==> config.mk <==
export PLATFORM = sky130hd
export DESIGN_NAME = intr_present_unit
export DESIGN_NICKNAME = d
export VERILOG_FILES = /design/src/rtl/ipu_pkg.sv /design/src/rtl/ipu_op_decode.sv /design/src/rtl/ipu_admit.sv /design/src/rtl/intr_present_unit.sv
export SDC_FILE = /design/constraint.sdc
export NUM_CORES = 1
export LEC_CHECK = 0
export BUFFER_PORTS_ARGS = -buffer_cell sky130_fd_sc_hd__buf_2
export CORE_MARGIN = 2
export CORE_UTILIZATION = 50
export DETAILED_ROUTE_END_ITERATION = 10
export PLACE_DENSITY_LB_ADDON = 0.3
export SYNTH_ARGS = -nofsm -noshare
export SYNTH_HDL_FRONTEND = slang
export SYNTH_SLANG_ARGS = --single-unit
==> constraint.sdc <==
create_clock -name clk_i -period 3.1 [get_ports clk_i]
set_input_delay 0.62 -clock clk_i [delete_from_list [all_inputs] [get_ports clk_i]]
set_output_delay 0.62 -clock clk_i [all_outputs]
set_load 0.05 [all_outputs]
==> src/rtl/ipu_pkg.sv <==
package ipu_pkg;
  localparam int OP_W = 3;

  typedef enum logic [OP_W-1:0] {
    OP_NONE     = 3'd0,
    OP_ACCEPT   = 3'd1,
    OP_POLL     = 3'd2,
    OP_SET_CPPR = 3'd3,
    OP_SET_IPI  = 3'd4,
    OP_EOI      = 3'd5
  } ipu_op_e;

  typedef struct packed {
    logic accept;
    logic poll;
    logic set_cur;
    logic set_ipi;
    logic eoi;
  } ipu_op_t;
endpackage

==> src/rtl/ipu_op_decode.sv <==
module ipu_op_decode
  import ipu_pkg::*;
(
  input  logic            valid_i,
  input  logic [OP_W-1:0] code_i,
  output ipu_op_t         sel_o,
  output logic            any_o
);
  always_comb begin
    sel_o = '0;
    if (valid_i) begin
      unique case (ipu_op_e'(code_i))
        OP_ACCEPT:   sel_o.accept  = 1'b1;
        OP_POLL:     sel_o.poll    = 1'b1;
        OP_SET_CPPR: sel_o.set_cur = 1'b1;
        OP_SET_IPI:  sel_o.set_ipi = 1'b1;
        OP_EOI:      sel_o.eoi     = 1'b1;
        default:     sel_o = '0;
      endcase
    end
  end

  assign any_o = |sel_o;
endmodule

==> src/rtl/ipu_admit.sv <==
// Slot admission test shared by deliveries and the IPI check.
module ipu_admit #(
  parameter int PRIO_W = 8
) (
  input  logic [PRIO_W-1:0] cand_prio_i,
  input  logic [PRIO_W-1:0] cur_prio_i,
  input  logic              busy_i,
  input  logic [PRIO_W-1:0] held_prio_i,
  output logic              take_o
);
  logic below_cur, beaten;

  assign below_cur = cand_prio_i < cur_prio_i;
  assign beaten    = busy_i && (held_prio_i <= cand_prio_i);
  assign take_o    = below_cur && !beaten;
endmodule

==> src/rtl/intr_present_unit.sv <==
module intr_present_unit
  import ipu_pkg::*;
#(
  parameter int SRC_W   = 24,
  parameter int PRIO_W  = 8,
  parameter int IPI_SRC = 2
) (
  input  logic                    clk_i,
  input  logic                    rst_ni,
  input  logic                    dlv_valid_i,
  input  logic [SRC_W-1:0]        dlv_src_i,
  input  logic [PRIO_W-1:0]       dlv_prio_i,
  input  logic                    op_valid_i,
  input  logic [2:0]              op_code_i,
  input  logic [PRIO_W+SRC_W-1:0] op_data_i,
  output logic                    irq_o,
  output logic                    rd_valid_o,
  output logic [PRIO_W+SRC_W-1:0] rd_word_o,
  output logic [PRIO_W-1:0]       rd_ipi_o,
  output logic                    rej_o,
  output logic [SRC_W-1:0]        rej_src_o,
  output logic                    nack_o,
  output logic [SRC_W-1:0]        nack_src_o,
  output logic                    resend_o,
  output logic                    eoi_o,
  output logic [SRC_W-1:0]        eoi_src_o
);
  localparam int WORD_W = PRIO_W + SRC_W;
  localparam logic [PRIO_W-1:0] IDLE_PRIO = {PRIO_W{1'b1}};
  localparam logic [SRC_W-1:0]  IPI_NUM   = SRC_W'(IPI_SRC);

  // slot and priority state
  logic [SRC_W-1:0]  slot_src_q,  slot_src_d;
  logic [PRIO_W-1:0] slot_prio_q, slot_prio_d;
  logic [PRIO_W-1:0] cur_prio_q,  cur_prio_d;
  logic [PRIO_W-1:0] ipi_prio_q,  ipi_prio_d;
  logic              owned_q,     owned_d;
  logic              irq_q,       irq_d;

  // registered outputs
  logic              rdv_q, rdv_d;
  logic [WORD_W-1:0] rdw_q, rdw_d;
  logic [PRIO_W-1:0] rdi_q, rdi_d;
  logic              rej_q, rej_d;
  logic [SRC_W-1:0]  rejs_q, rejs_d;
  logic              nack_q, nack_d;
  logic [SRC_W-1:0]  nacks_q, nacks_d;
  logic              rsnd_q, rsnd_d;
  logic              eoi_q, eoi_d;
  logic [SRC_W-1:0]  eois_q, eois_d;

  ipu_op_t op;
  logic    op_any;

  ipu_op_decode u_dec (
    .valid_i (op_valid_i),
    .code_i  (op_code_i),
    .sel_o   (op),
    .any_o   (op_any)
  );

  logic              busy;
  logic [PRIO_W-1:0] wr_lo, wr_hi;
  logic [PRIO_W-1:0] ipi_cand, ipi_cur;
  logic              ipi_take, dlv_take;

  assign busy  = slot_src_q != '0;
  assign wr_lo = op_data_i[PRIO_W-1:0];
  assign wr_hi = op_data_i[WORD_W-1:SRC_W];

  // IPI check sees the new IPI priority on its own write, the new current
  // priority on current-priority and EOI writes.
  assign ipi_cand = op.set_ipi ? wr_lo : ipi_prio_q;
  assign ipi_cur  = op.set_cur ? wr_lo : (op.eoi ? wr_hi : cur_prio_q);

  ipu_admit #(.PRIO_W(PRIO_W)) u_ipi_adm (
    .cand_prio_i (ipi_cand),
    .cur_prio_i  (ipi_cur),
    .busy_i      (busy),
    .held_prio_i (slot_prio_q),
    .take_o      (ipi_take)
  );

  ipu_admit #(.PRIO_W(PRIO_W)) u_dlv_adm (
    .cand_prio_i (dlv_prio_i),
    .cur_prio_i  (cur_prio_q),
    .busy_i      (busy),
    .held_prio_i (slot_prio_q),
    .take_o      (dlv_take)
  );

  always_comb begin
    logic do_ipi;
    slot_src_d  = slot_src_q;
    slot_prio_d = slot_prio_q;
    cur_prio_d  = cur_prio_q;
    ipi_prio_d  = ipi_prio_q;
    owned_d     = owned_q;
    irq_d       = irq_q;
    rdv_d   = 1'b0;
    rdw_d   = rdw_q;
    rdi_d   = rdi_q;
    rej_d   = 1'b0;
    rejs_d  = rejs_q;
    nack_d  = 1'b0;
    nacks_d = nacks_q;
    rsnd_d  = 1'b0;
    eoi_d   = 1'b0;
    eois_d  = eois_q;
    do_ipi  = 1'b0;

    if (op.accept || op.poll) begin
      rdv_d = 1'b1;
      rdw_d = {cur_prio_q, slot_src_q};
      rdi_d = ipi_prio_q;
    end

    if (op.accept) begin
      cur_prio_d  = slot_prio_q;
      slot_src_d  = '0;
      slot_prio_d = IDLE_PRIO;
      owned_d     = 1'b0;
      irq_d       = 1'b0;
    end

    if (op.set_cur) begin
      cur_prio_d = wr_lo;
      if (wr_lo < cur_prio_q) begin
        if (busy && (wr_lo <= slot_prio_q)) begin
          slot_src_d  = '0;
          slot_prio_d = IDLE_PRIO;
          owned_d     = 1'b0;
          irq_d       = 1'b0;
          if (owned_q) begin
            rej_d  = 1'b1;
            rejs_d = slot_src_q;
          end
        end
      end else if (!busy) begin
        rsnd_d = 1'b1;
        do_ipi = 1'b1;
      end
    end

    if (op.set_ipi) begin
      ipi_prio_d = wr_lo;
      do_ipi     = 1'b1;
    end

    if (op.eoi) begin
      cur_prio_d = wr_hi;
      eoi_d      = 1'b1;
      eois_d     = op_data_i[SRC_W-1:0];
      if (!busy) begin
        rsnd_d = 1'b1;
        do_ipi = 1'b1;
      end
    end

    if (do_ipi && ipi_take) begin
      if (busy && owned_q) begin
        rej_d  = 1'b1;
        rejs_d = slot_src_q;
      end
      slot_src_d  = IPI_NUM;
      slot_prio_d = ipi_cand;
      owned_d     = 1'b0;
      irq_d       = 1'b1;
    end

    if (dlv_valid_i) begin
      if (op_any || !dlv_take) begin
        nack_d  = 1'b1;
        nacks_d = dlv_src_i;
      end else begin
        if (busy && owned_q) begin
          rej_d  = 1'b1;
          rejs_d = slot_src_q;
        end
        slot_src_d  = dlv_src_i;
        slot_prio_d = dlv_prio_i;
        owned_d     = 1'b1;
        irq_d       = 1'b1;
      end
    end
  end

  always_ff @(posedge clk_i or negedge rst_ni) begin
    if (!rst_ni) begin
      slot_src_q  <= '0;
      slot_prio_q <= IDLE_PRIO;
      cur_prio_q  <= '0;
      ipi_prio_q  <= IDLE_PRIO;
      owned_q     <= 1'b0;
      irq_q       <= 1'b0;
      rdv_q   <= 1'b0;
      rdw_q   <= '0;
      rdi_q   <= '0;
      rej_q   <= 1'b0;
      rejs_q  <= '0;
      nack_q  <= 1'b0;
      nacks_q <= '0;
      rsnd_q  <= 1'b0;
      eoi_q   <= 1'b0;
      eois_q  <= '0;
    end else begin
      slot_src_q  <= slot_src_d;
      slot_prio_q <= slot_prio_d;
      cur_prio_q  <= cur_prio_d;
      ipi_prio_q  <= ipi_prio_d;
      owned_q     <= owned_d;
      irq_q       <= irq_d;
      rdv_q   <= rdv_d;
      rdw_q   <= rdw_d;
      rdi_q   <= rdi_d;
      rej_q   <= rej_d;
      rejs_q  <= rejs_d;
      nack_q  <= nack_d;
      nacks_q <= nacks_d;
      rsnd_q  <= rsnd_d;
      eoi_q   <= eoi_d;
      eois_q  <= eois_d;
    end
  end

  assign irq_o      = irq_q;
  assign rd_valid_o = rdv_q;
  assign rd_word_o  = rdw_q;
  assign rd_ipi_o   = rdi_q;
  assign rej_o      = rej_q;
  assign rej_src_o  = rejs_q;
  assign nack_o     = nack_q;
  assign nack_src_o = nacks_q;
  assign resend_o   = rsnd_q;
  assign eoi_o      = eoi_q;
  assign eoi_src_o  = eois_q;
endmodule

# Word level (Yosys, flattened, before mapping)
# Index checks and enable logic that the tools add are counted.
totals:
  regBits: 167
  inputBits: 71
  output_inout_bits: 118
op_classes:
  n_lt_le_gt_ge: 6
  eq_ne: 5
  n_mux: 70
  n_reduce_logical: 16
ops:
  columns: ["operator", "n"]
  rows:
  - ["$mux W24", 16]
  - ["$mux W8", 13]
  - ["$mux W1", 40]
  - ["$le A8 B8 Y1", 3]
  - ["$lt A8 B8 Y1", 3]
  - ["$reduce_bool A24 Y1", 1]
  - ["$logic_and A1 B1 Y1", 7]
  - ["$eq A3 B2 Y1 const B", 2]
  - ["$eq A3 B3 Y1 const B", 2]
  - ["$mux W5", 1]
  - ["$reduce_or A5 Y1", 1]
  - ["$eq A3 B1 Y1 const B", 1]
  - ["$logic_not A1 Y1", 3]
  - ["$reduce_bool A3 Y1", 1]
  - ["$logic_or A1 B1 Y1", 2]
  - ["$reduce_and A2 Y1", 1]

# Logic depth before layout (Yosys ltp)
# Gate-level depths: netlist (run 1).
logic_depth:
  word_depth: 13
  depth_mapped: 19
  ltp_nobuf: 15

# By module
# From an unflattened synthesis (run 1), not the netlist that was laid out.
hier_totals:
  cells_unflattened: 739
  area_unflattened_um2: 7902.6
by_module_without_submodules:
  columns: ["module", "instances", "cells_per_inst", "area_per_inst_um2"]
  rows:
  - ["intr_present_unit", 1, 624, 7074.3]
  - ["ipu_admit", 2, 53, 384.1]
  - ["ipu_op_decode", 1, 9, 60.1]

# Least setup slack after synthesis (run 1)
# OpenSTA, ideal clock, no wires.
synth_timing:
  kind: "input port to flip-flop"
  from: "in op_valid_i"
  to: "reg rejs_q[10] (netlist: rej_src_o[10])"
  setup_time_ns: 0.125
  arrival_time_ns: 3.930
  setup_slack_ns: -0.956
  path_stages: 18
  n_path_buf: 4
  path_cell_list: "buf_2 nor2b_1 nand3_1 inv_1 clkbuf_1 buf_1 o211ai_1 o21ai_0 ha_1 a21o_1 a21oi_1 nor2_1 a2111oi_0 o31a_1 o211ai_2 a31oi_4 buf_6 mux2_4"
synth_via:
  elab_chain_cells: 11
  elab_cells_between_ends: 22
  cone_classes: "order compare (2); mux (14); reduce/logical (6)"
synth_lines:
  columns: ["element", "line", "rtl"]
  rows:
  - ["start, declared", "intr_present_unit.sv:13", "input logic op_valid_i,"]
  - ["$mux W5 (*)", "ipu_op_decode.sv:11", "if (valid_i) begin"]
  - ["$mux W8", null, null]
  - ["$le A8 B8 Y1", "ipu_admit.sv:14", "assign beaten = busy_i && (held_prio_i <= cand_prio_i);"]
  - ["$logic_and A1 B1 Y1", "ipu_admit.sv:14", null]
  - ["$logic_not A1 Y1", "ipu_admit.sv:15", "assign take_o = below_cur && !beaten;"]
  - ["$logic_and A1 B1 Y1", "ipu_admit.sv:15", null]
  - ["$logic_and A1 B1 Y1", "intr_present_unit.sv:160", "if (do_ipi && ipi_take) begin"]
  - ["$mux W24", "intr_present_unit.sv:160", null]
  - ["$mux W24", "intr_present_unit.sv:176", "if (busy && owned_q) begin"]
  - ["$mux W24", "intr_present_unit.sv:172", "if (op_any || !dlv_take) begin"]
  - ["$mux W24 (*)", "intr_present_unit.sv:171", "if (dlv_valid_i) begin"]
  - ["net rejs_d[10]", "intr_present_unit.sv:45", "logic [SRC_W-1:0] rejs_q, rejs_d;"]
  - ["end signal, assigned", "intr_present_unit.sv:217", "rejs_q <= rejs_d;"]
  - ["end, declared", "intr_present_unit.sv:45", null]
# The timed path passes the listed nets; every way through them passes the cells marked *.
# A chain may end at the register's enable or synchronous reset.

# Final worst setup path (run 1)
layout_timing:
  from: "in op_valid_i"
  to: "reg rejs_q[11] (netlist: rej_src_o[11])"
# Same word-level chain as after synthesis.

==> flow_metrics.env, run 1 <==
export IMPL_outcome="finished, violations left"
export IMPL_violations="negative setup slack"
export IMPL_synth_edff_count=0
export IMPL_synthDistinctLibCells=53
export IMPL_post_place_ws_ns=-0.740
export IMPL_wl_microns=22200
export IMPL_hold_buffers=0
export IMPL_clock_path_buffers=2
export IMPL_timing_slew_headroom_pct=59.2
export IMPL_rows=45
export IMPL_required_ns=3.41
export IMPL_cp_data_arrival_time_ns=3.66
export IMPL_min_period_ns=3.35
export IMPL_syn_inst=748
export IMPL_nNetsFinal=1111
export IMPL_synth_seq_area_share_pct=53.3
export IMPL_setup_viol=47
export IMPL_finalCritPeriodShare_pct=108
export IMPL_slew_violations=0
export IMPL_cp_start_kind="primary input"
export IMPL_drt_first_pass_iters=5
export IMPL_r2r_start="slot_prio_q[1]"
export IMPL_crit_type="in2reg"
export IMPL_hold_violations=0
export IMPL_ys_flop_type="dfrtp_1"
export IMPL_r2r_slack_ns=0.05
export IMPL_synth_async_reset_ratio_pct=100
export IMPL_grt_max_degree=66
export IMPL_timing_fmax_ghz=0.298
export IMPL_path_max_fanout=12
export IMPL_power_density_nw_per_um2=1010
export IMPL_layoutNonFillerInstCount=1220
export IMPL_worst_pin_slew_ns=0.611
export IMPL_maxCapViolations=0
export IMPL_hpwl_microns=14500
export IMPL_cts_tree="done"
export IMPL_wl_per_cell_microns=18.2
export IMPL_clock_sinks=167
export IMPL_worst_slack_ns=-0.252
export IMPL_drive_gt1_share_pct=41.4
export IMPL_die_h_microns=129
export IMPL_numCtsBuffers=17
export IMPL_via_count=6535
export IMPL_antenna_left=0
export IMPL_num_antenna_cells=0
export IMPL_portBuffers=188
export IMPL_io_pins=189
export IMPL_clk_latency_ns=0.43
export IMPL_drt_vias_per_instance=5.36
export IMPL_peakVddDrop_uv=613
export IMPL_core_sq_um=15300
export IMPL_skew_ns=0.0136
export IMPL_h_tree_depth=4
export IMPL_hp_class="in2async"
export IMPL_avgSynthCellArea_sq_um=10.5
export IMPL_grt_overflow=0
export IMPL_rsz0062_at_grt="true"
export IMPL_endpoint="rej_src_o[11]"
export IMPL_grt_use_total_pct=25.9
export IMPL_clkTransAtPathRegs_ns=0.06
export IMPL_r2r_cells=11
export IMPL_grt_antenna_before_repair=0
export IMPL_routabilityCongestion=0.881
export IMPL_die_width_microns=129
export IMPL_r2r_end="rej_src_o[11]"
export IMPL_synth_area_sq_um=7870
export IMPL_drc=0
export IMPL_die_area_sq_um=16800
export IMPL_synth_net_count=862
export IMPL_yosys_warnings=0
export IMPL_grt_pass1_wl_microns=33000
export IMPL_p_leak_uw=0.00549
export IMPL_cts_root_buffer="clkbuf_16"
export IMPL_dp_cells=1172
export IMPL_cp_startpoint="op_valid_i"
export IMPL_area_growth_pct=35.3
export IMPL_grt_pass1_vias=6216
export IMPL_start_util_pct=51.4
export IMPL_ys_seq_elements=167
export IMPL_end_kind="flip-flop"
export IMPL_drt_iter0_drc=498
[report_power, final]
part	total (uW)	switching (uW)	internal, uW	leakage (uW)
clock	2000	921	1080	0.000264
combinational	5260	3420	1840	0.00314
sequential	3520	541	2980	0.00208
[worst min path at each step]
stage,endpoint,depth (start not counted),slack [ns]
after floorplan,cur_prio_q[0],0,0.32
after global placement,eoi_src_o[11],2,0.45
after detailed placement,eoi_src_o[11],2,0.46
after CTS,eoi_src_o[10],1,0.21
after global routing,eoi_src_o[8],1,0.22
final,eoi_src_o[10],1,0.18
[layout make-up]
type / count / area, sq um
timing repair buffer: 271 / 1840
tap: 211 / 264
clock inverter: 11 / 90.1
multi-input combinational: 499 / 3650
sequential: 167 / 4200
inverter: 41 / 154
fill: 1137 / 4660
clock buffer: 20 / 457
[worst max-delay path: stages]
cell	delay (ns)
buf_2	0.11
nor2b_4	0.17
nand3_4	0.08
inv_2	0.20
buf_4	0.17
nand2_1	0.09
o211ai_1	0.11
o21ai_0	0.28
ha_4	0.31
nand2_1	0.09
nor2_2	0.05
a2111oi_4	0.20
o31a_1	0.24
o211ai_4	0.11
a31oi_4	0.22
buf_6	0.16
buf_12	0.14
mux2_4	0.31
[cells in the final DEF (no fill, tap or decap), drive strengths merged, types with 4 or more instances in the layout]
master and n:
a22o 23, o221a 8, dfstp 16, buf 269, o211ai 17, dfrtp 151, inv 47, o21ai 41
clkbuf 22, nor4 7, mux2i 8, ha 43, nand2 210, a21o 4, a21oi 16, mux2 48
nand4 15, nand3 9, nor2 9, nor2b 6
[logic make-up (layout without fill, tap and decap cells)]
group                    Yosys count  count (layout)  share of synthesized area [%]
flip-flops                       167             167                           53.3
multiplexers                      56              56                           8.79
XOR/XNOR                           2               2                          0.223
AO/OA/AOI/OAI                    125             125                           11.3
adder cells (fa/ha/maj)           45              45                           7.11
buffers and inverters             82             343                           4.48
AND/OR/NAND/NOR                  271             271                           14.7
[layer usage]
layer	vias up	GRT usage (%)	routed length (microns)
li1	3079	-	-
met1	3164	36.1	9780
met2	250	40.6	10600
met3	42	5.00	1220
met4	0	9.36	581
met5	-	0	0
[per-stage QoR]
step                TNS, ns  hold slack, ns  total power (uW)  instance area (sq um)  utilization, %
floorplan            -19.58           0.324              6900                   7950               -
global placement     -33.24           0.453              8170                   9490            62.0
detailed placement   -38.42           0.457              8260                   9490            62.0
CTS                   -8.21           0.206             10500                  10400            67.9
global route         -10.27           0.223             11300                  10700            69.5
finish                -8.05           0.181             10800                  10700            69.5
[registers in the layout, indices dropped and copies added (netlist names), 8 cells and up]
signal	flops
cur_prio_q	8
eoi_src_o	24
ipi_prio_q	8
nack_src_o	24
rd_ipi_o	8
rd_word_o	32
rej_src_o	24
slot_prio_q	8
slot_src_q	24
[timing repair]
action / in CTS / in global routing
buffers inserted: 10 / 4
pin swaps: 10 / 15
resized for setup: 40 / 42
setup endpoints to repair: 47 / 83
gates cloned: 5 / 2
[synth_stat cells (7+ instances only)]
library cell    n  area, sq um
nor2_1          9         33.8
mux2_2         29          327
inv_1          41          154
a22o_1         23          201
nand2_1       210          788
o211ai_1       16          120
clkbuf_1       26         97.6
ha_1           43          538
nand4_1        15         93.8
dfstp_2        16          420
mux2_4         19          285
o21ai_0        40          200
a21oi_1        16         80.1
nor4_1          7         43.8
mux2i_1         8         80.1
nand3_1         9         45.0
o221a_2         8         90.1
dfrtp_1       151         3780
Note: power is estimated with default switching activity, not from simulation.
==> inputs of run 2 (changes only) <==
--- a/config.mk
+++ b/config.mk
@@ -6,6 +6,7 @@
 export NUM_CORES = 1
 export LEC_CHECK = 0
 export BUFFER_PORTS_ARGS = -buffer_cell sky130_fd_sc_hd__buf_2
+export CORE_ASPECT_RATIO = 1.2
 export CORE_MARGIN = 2
 export CORE_UTILIZATION = 50
 export DETAILED_ROUTE_END_ITERATION = 10
==> constraint.sdc (replaced) <==
create_clock -name clk_i -period 3.7 [get_ports clk_i]
set_input_delay 0.74 -clock clk_i [delete_from_list [all_inputs] [get_ports clk_i]]
set_output_delay 0.74 -clock clk_i [all_outputs]
set_load 0.05 [all_outputs]
==> flow_metrics.env, run 2 (synthesis gave the netlist of run 1 again) <==
export IMPL_outcome="finished, final reports clean"
export IMPL_r2r_end="rej_src_o[3]"
export IMPL_die_area_sq_um=16800
export IMPL_path_max_fanout=13
export IMPL_min_period_ns=3.49
export IMPL_maxCapViolations=0
export IMPL_skew_ns=0.0135
export IMPL_numCtsBuffers=17
export IMPL_cp_cell_sequence="buf_2, nor4bb_4, buf_4, mux2i_1, inv_1, ha_1, a21o_1, a21oi_1, nor2_1, a2111oi_1, o31a_1, o211ai_2, a31oi_4, buf_12, mux2_2"
export IMPL_layoutNonFillerInstCount=1185
export IMPL_crit_type="in2reg"
export IMPL_fill_cells=1332
export IMPL_peakVddDrop_uv=624
export IMPL_end_kind="flip-flop"
export IMPL_cp_data_arrival_time_ns=3.80
export IMPL_p_leak_uw=0.00526
export IMPL_grt_overflow=0
export IMPL_io_pins=189
export IMPL_clk_latency_ns=0.43
export IMPL_rsz0062_at_grt="false"
export IMPL_nNetsFinal=1076
export IMPL_power_density_nw_per_um2=882
export IMPL_h_tree_depth=4
export IMPL_hold_buffers=0
export IMPL_slew_violations=0
export IMPL_finalCritPeriodShare_pct=94.4
export IMPL_cp_start_kind="primary input"
export IMPL_grt_max_degree=82
export IMPL_start_util_pct=50.7
export IMPL_cts_resized=0
export IMPL_layout_common_cells="nand2_1, buf_2, dfrtp_1, ha_1, buf_4"
export IMPL_cts_tree="done"
export IMPL_register_area_sq_um=4200
export IMPL_die_width_microns=119
export IMPL_clock_sinks=167
export IMPL_core_sq_um=15500
export IMPL_required_ns=4.00
export IMPL_r2r_start="cur_prio_q[4]"
export IMPL_cpPeakStageDelay_ns=0.34
export IMPL_cpLargestDelayFamily="compound AO/OA/AOI/OAI gates"
export IMPL_hold_violations=0
export IMPL_multiInputGateArea_sq_um=3350
export IMPL_setup_viol=0
export IMPL_antenna_left=0
export IMPL_drt_first_pass_iters=7
export IMPL_portBuffers=188
export IMPL_via_count=6245
export IMPL_area_growth_pct=27.0
export IMPL_drc=0
export IMPL_p_total_uw=8820
export IMPL_timing_fmax_ghz=0.286
export IMPL_drt_vias_per_instance=5.27
export IMPL_grt_use_total_pct=24.4
export IMPL_hpwl_microns=14300
export IMPL_r2r_cells=13
export IMPL_largest_reg_flops=32
export IMPL_wl_per_cell_microns=16.6
export IMPL_grt_pass1_wl_microns=32100
export IMPL_cts_root_buffer="clkbuf_16"
export IMPL_wl_microns=19700
export IMPL_clkTransAtPathRegs_ns=0.07
export IMPL_grt_pass1_vias=6254
export IMPL_mostFrequentLayoutCell="nand2_1"
export IMPL_r2r_slack_ns=0.73
export IMPL_rows=50
export IMPL_die_h_microns=141
export IMPL_postCtsSetupBuffers=0
export IMPL_holdWs_ns=0.340
export IMPL_drt_iter0_drc=296
export IMPL_cp_depth=15
export IMPL_routabilityCongestion=0.933
export IMPL_worst_pin_slew_ns=0.762
export IMPL_dp_cells=1151
export IMPL_utilization_pct=64.4
export IMPL_timing_slew_headroom_pct=49.2
export IMPL_clock_path_buffers=2
export IMPL_drive_gt1_share_pct=36.1
export IMPL_path_buf_inv=4
export IMPL_grt_antenna_before_repair=2
export IMPL_hp_class="in2async"
export IMPL_critical_path_slowest_cell="mux2_2"
[run 2: metal layers]
layer	vias up	GRT usage [%]	part of all wire [%]
met5	-	0	0
met4	0	8.90	1.9
met3	29	5.39	5.0
met2	160	41.4	50
met1	3045	30.8	43
li1	3011	-	-
[run 2: worst max path at each step]
stage	start	end
finish	op_code_i[1]	rej_src_o[3]
CTS	op_code_i[1]	rej_src_o[3]
global route	op_code_i[0]	rej_src_o[3]
floorplan	op_code_i[0]	rej_src_o[10]
global placement	op_code_i[1]	rej_src_o[3]
detailed placement	op_code_i[1]	rej_src_o[3]
[run 2: power breakdown]
group          total [uW]  switching (uW)  internal (uW)
logic                3930            2680           1250
clock network        1960             797           1160
registers            2930             439           2490
[run 2: final cells by class]
| class | count | share of cell area (%) |
|---|---|---|
| sequential | 167 | 42.0 |
| multi-input combinational | 499 | 33.5 |
| timing repair buffer | 236 | 13.7 |
| clock buffer | 17 | 4.26 |
| tap | 208 | 2.60 |
| clock inverter | 15 | 2.35 |
| inverter | 41 | 1.54 |
| antenna | 2 | 0.0501 |
[run 2: metrics by stage]
| stage | instance area [sq um] | setup TNS (ns) | setup slack (ns) |
|---|---|---|---|
| floorplan | 7940 | -0.142 | -0.0104 |
| finish | 10000 | 0 | 0.208 |
| global route | 9990 | 0 | 0.0468 |
| global placement | 9330 | -8.07 | -0.229 |
| CTS | 9990 | 0 | 0.108 |
| detailed placement | 9330 | -12.57 | -0.314 |
[run 2: worst register-to-register path, cell delays in order (launching register included)]
cell	delay, ns
dfrtp_1	0.34
inv_1	0.09
o211ai_1	0.19
o21ai_1	0.10
ha_1	0.29
a21o_1	0.16
a21oi_1	0.12
nor2_1	0.06
a2111oi_1	0.32
o31a_1	0.22
o211ai_2	0.13
a31oi_4	0.29
buf_12	0.19
mux2_2	0.34
==> inputs of run 3 (changes only) <==
--- a/config.mk
+++ b/config.mk
@@ -6,7 +6,6 @@
 export NUM_CORES = 1
 export LEC_CHECK = 0
 export BUFFER_PORTS_ARGS = -buffer_cell sky130_fd_sc_hd__buf_2
-export CORE_ASPECT_RATIO = 1.2
 export CORE_MARGIN = 2
 export CORE_UTILIZATION = 50
 export DETAILED_ROUTE_END_ITERATION = 10
==> flow_metrics.env, run 3 (synthesis gave the netlist of run 1 again) <==
export IMPL_via_count=6287
export IMPL_grt_antenna_before_repair=1
export IMPL_hp_class="in2async"
export IMPL_fill_cells=1241
export IMPL_cts_resized=0
export IMPL_die_h_microns=129
export IMPL_power_density_nw_per_um2=867
export IMPL_hpwl_microns=14800
export IMPL_finalCritPeriodShare_pct=94.2
export IMPL_postCtsSetupBuffers=0
export IMPL_peakVddDrop_uv=570
export IMPL_grt_use_total_pct=25.2
export IMPL_drt_vias_per_instance=5.31
export IMPL_skew_ns=0.00959
export IMPL_nNetsFinal=1076
export IMPL_grt_pass1_wl_microns=32400
export IMPL_post_place_ws_ns=-0.404
export IMPL_mostFrequentLayoutCell="nand2_1"
export IMPL_grt_overflow=0
export IMPL_grt_pass1_vias=6185
export IMPL_path_max_fanout=23
export IMPL_cp_data_arrival_time_ns=3.85
export IMPL_worst_slack_ns=0.215
export IMPL_crit_top_cell="buf_4"
export IMPL_numCtsBuffers=17
export IMPL_maxCapViolations=0
export IMPL_crit_type="in2reg"
export IMPL_end_kind="flip-flop"
export IMPL_io_pins=189
export IMPL_portBuffers=188
export IMPL_p_leak_uw=0.00521
export IMPL_die_area_sq_um=16800
export IMPL_die_width_microns=129
export IMPL_slew_violations=0
export IMPL_required_ns=4.07
export IMPL_path_buf_inv=7
export IMPL_routabilityCongestion=0.954
export IMPL_cpLargestDelayFamily="buffers and inverters"
export IMPL_rsz0062_at_grt="false"
export IMPL_drt_first_pass_iters=5
export IMPL_drc=0
export IMPL_layoutNonFillerInstCount=1184
export IMPL_area_growth_pct=25.7
export IMPL_cpPeakStageDelay_ns=0.38
export IMPL_placedInstanceArea_sq_um=9330
export IMPL_clkTransAtPathRegs_ns=0.07
export IMPL_cp_start_kind="primary input"
export IMPL_clk_latency_ns=0.43
export IMPL_worst_pin_slew_ns=0.830
export IMPL_clock_sinks=167
export IMPL_critical_path_slowest_cell="maj3_1"
export IMPL_h_tree_depth=4
export IMPL_largest_reg_flops=32
export IMPL_hold_buffers=0
export IMPL_start_util_pct=51.4
export IMPL_timing_fmax_ghz=0.287
export IMPL_outcome="finished, final reports clean"
export IMPL_drive_gt1_share_pct=36.0
export IMPL_core_sq_um=15300
export IMPL_setup_viol=0
export IMPL_dp_cells=1154
export IMPL_register_area_sq_um=4200
export IMPL_wl_per_cell_microns=17.0
export IMPL_final_area_sq_um=9900
export IMPL_rows=45
export IMPL_num_antenna_cells=0
export IMPL_antenna_left=0
export IMPL_hold_violations=0
export IMPL_timing_slew_headroom_pct=44.6
export IMPL_cts_root_buffer="clkbuf_16"
export IMPL_cts_tree="done"
export IMPL_wl_microns=20200
export IMPL_min_period_ns=3.48
export IMPL_clock_path_buffers=2
export IMPL_multiInputGateArea_sq_um=3350
export IMPL_layout_common_cells="nand2_1, buf_2, dfrtp_1, ha_1, buf_4"
export IMPL_grt_max_degree=71
export IMPL_drt_iter0_drc=434
export IMPL_cp_cell_sequence="buf_2, nor4bb_4, buf_4, buf_4, mux2i_1, inv_1, ha_1, inv_1, a221oi_1, a211oi_1, maj3_1, o211ai_2, buf_4, and3_1, buf_12, a22o_1"
## run 3: cell count changes in the layout (fill, tap and decap cells not counted), sizes merged
| cell | previous run | this run |
|---|---|---|
| bufinv | 4 | 1 |
| clkbuf | 17 | 18 |
| clkinvlp | 1 | 3 |
| diode | 2 | 0 |
| inv | 48 | 46 |
## run 3: metrics by stage
| step | hold slack, ns | total power, uW | util, % | TNS (ns) |
|---|---|---|---|---|
| floorplan | 0.444 | 5770 | - | -0.142 |
| CTS | 0.334 | 8610 | 64.6 | 0 |
| global placement | 0.454 | 6790 | 60.9 | -10.07 |
| detailed placement | 0.456 | 6880 | 60.9 | -17.04 |
| finish | 0.314 | 8580 | 64.6 | 0 |
| global route | 0.364 | 9030 | 64.6 | 0 |
## run 3: final timing paths
kind                                     from             end  slack (ns)  cells past startpoint
worst max-delay path             op_code_i[0]  slot_src_q[11]        0.22                     16
worst min-delay path                   rst_ni   nack_src_o[5]        0.31                      1
worst max register to register  ipi_prio_q[0]  slot_src_q[11]        0.73                     13
worst min register to register  eoi_src_o[10]   eoi_src_o[10]        0.47                      2
max in group asynchronous              rst_ni   slot_src_q[2]        2.49                      2
min in group clk_i              eoi_src_o[10]   eoi_src_o[10]        0.47                      2
## run 3: area by class of cell
| type | instances | share of cell area [%] |
|---|---|---|
| Sequential cell | 167 | 42.4 |
| Multi-Input combinational cell | 499 | 33.8 |
| Timing Repair Buffer | 236 | 13.8 |
| Clock buffer | 18 | 4.44 |
| Tap cell | 211 | 2.67 |
| Inverter | 41 | 1.56 |
| Clock inverter | 12 | 1.21 |
## run 3: power by group
| part | internal [uW] | leakage [uW] | switching (uW) |
|---|---|---|---|
| registers | 2490 | 0.00208 | 422 |
| clock network | 949 | 0.000269 | 747 |
| logic | 1250 | 0.00286 | 2720 |
| total | 4690 | 0.00521 | 3890 |
## run 3: metal layers
metal	up-vias	track usage [%]	share of wire (%)
li1	3002	-	-
met1	3057	34.0	45
met2	200	40.1	47
met3	28	6.65	6.2
met4	0	8.22	1.9
met5	-	0	0
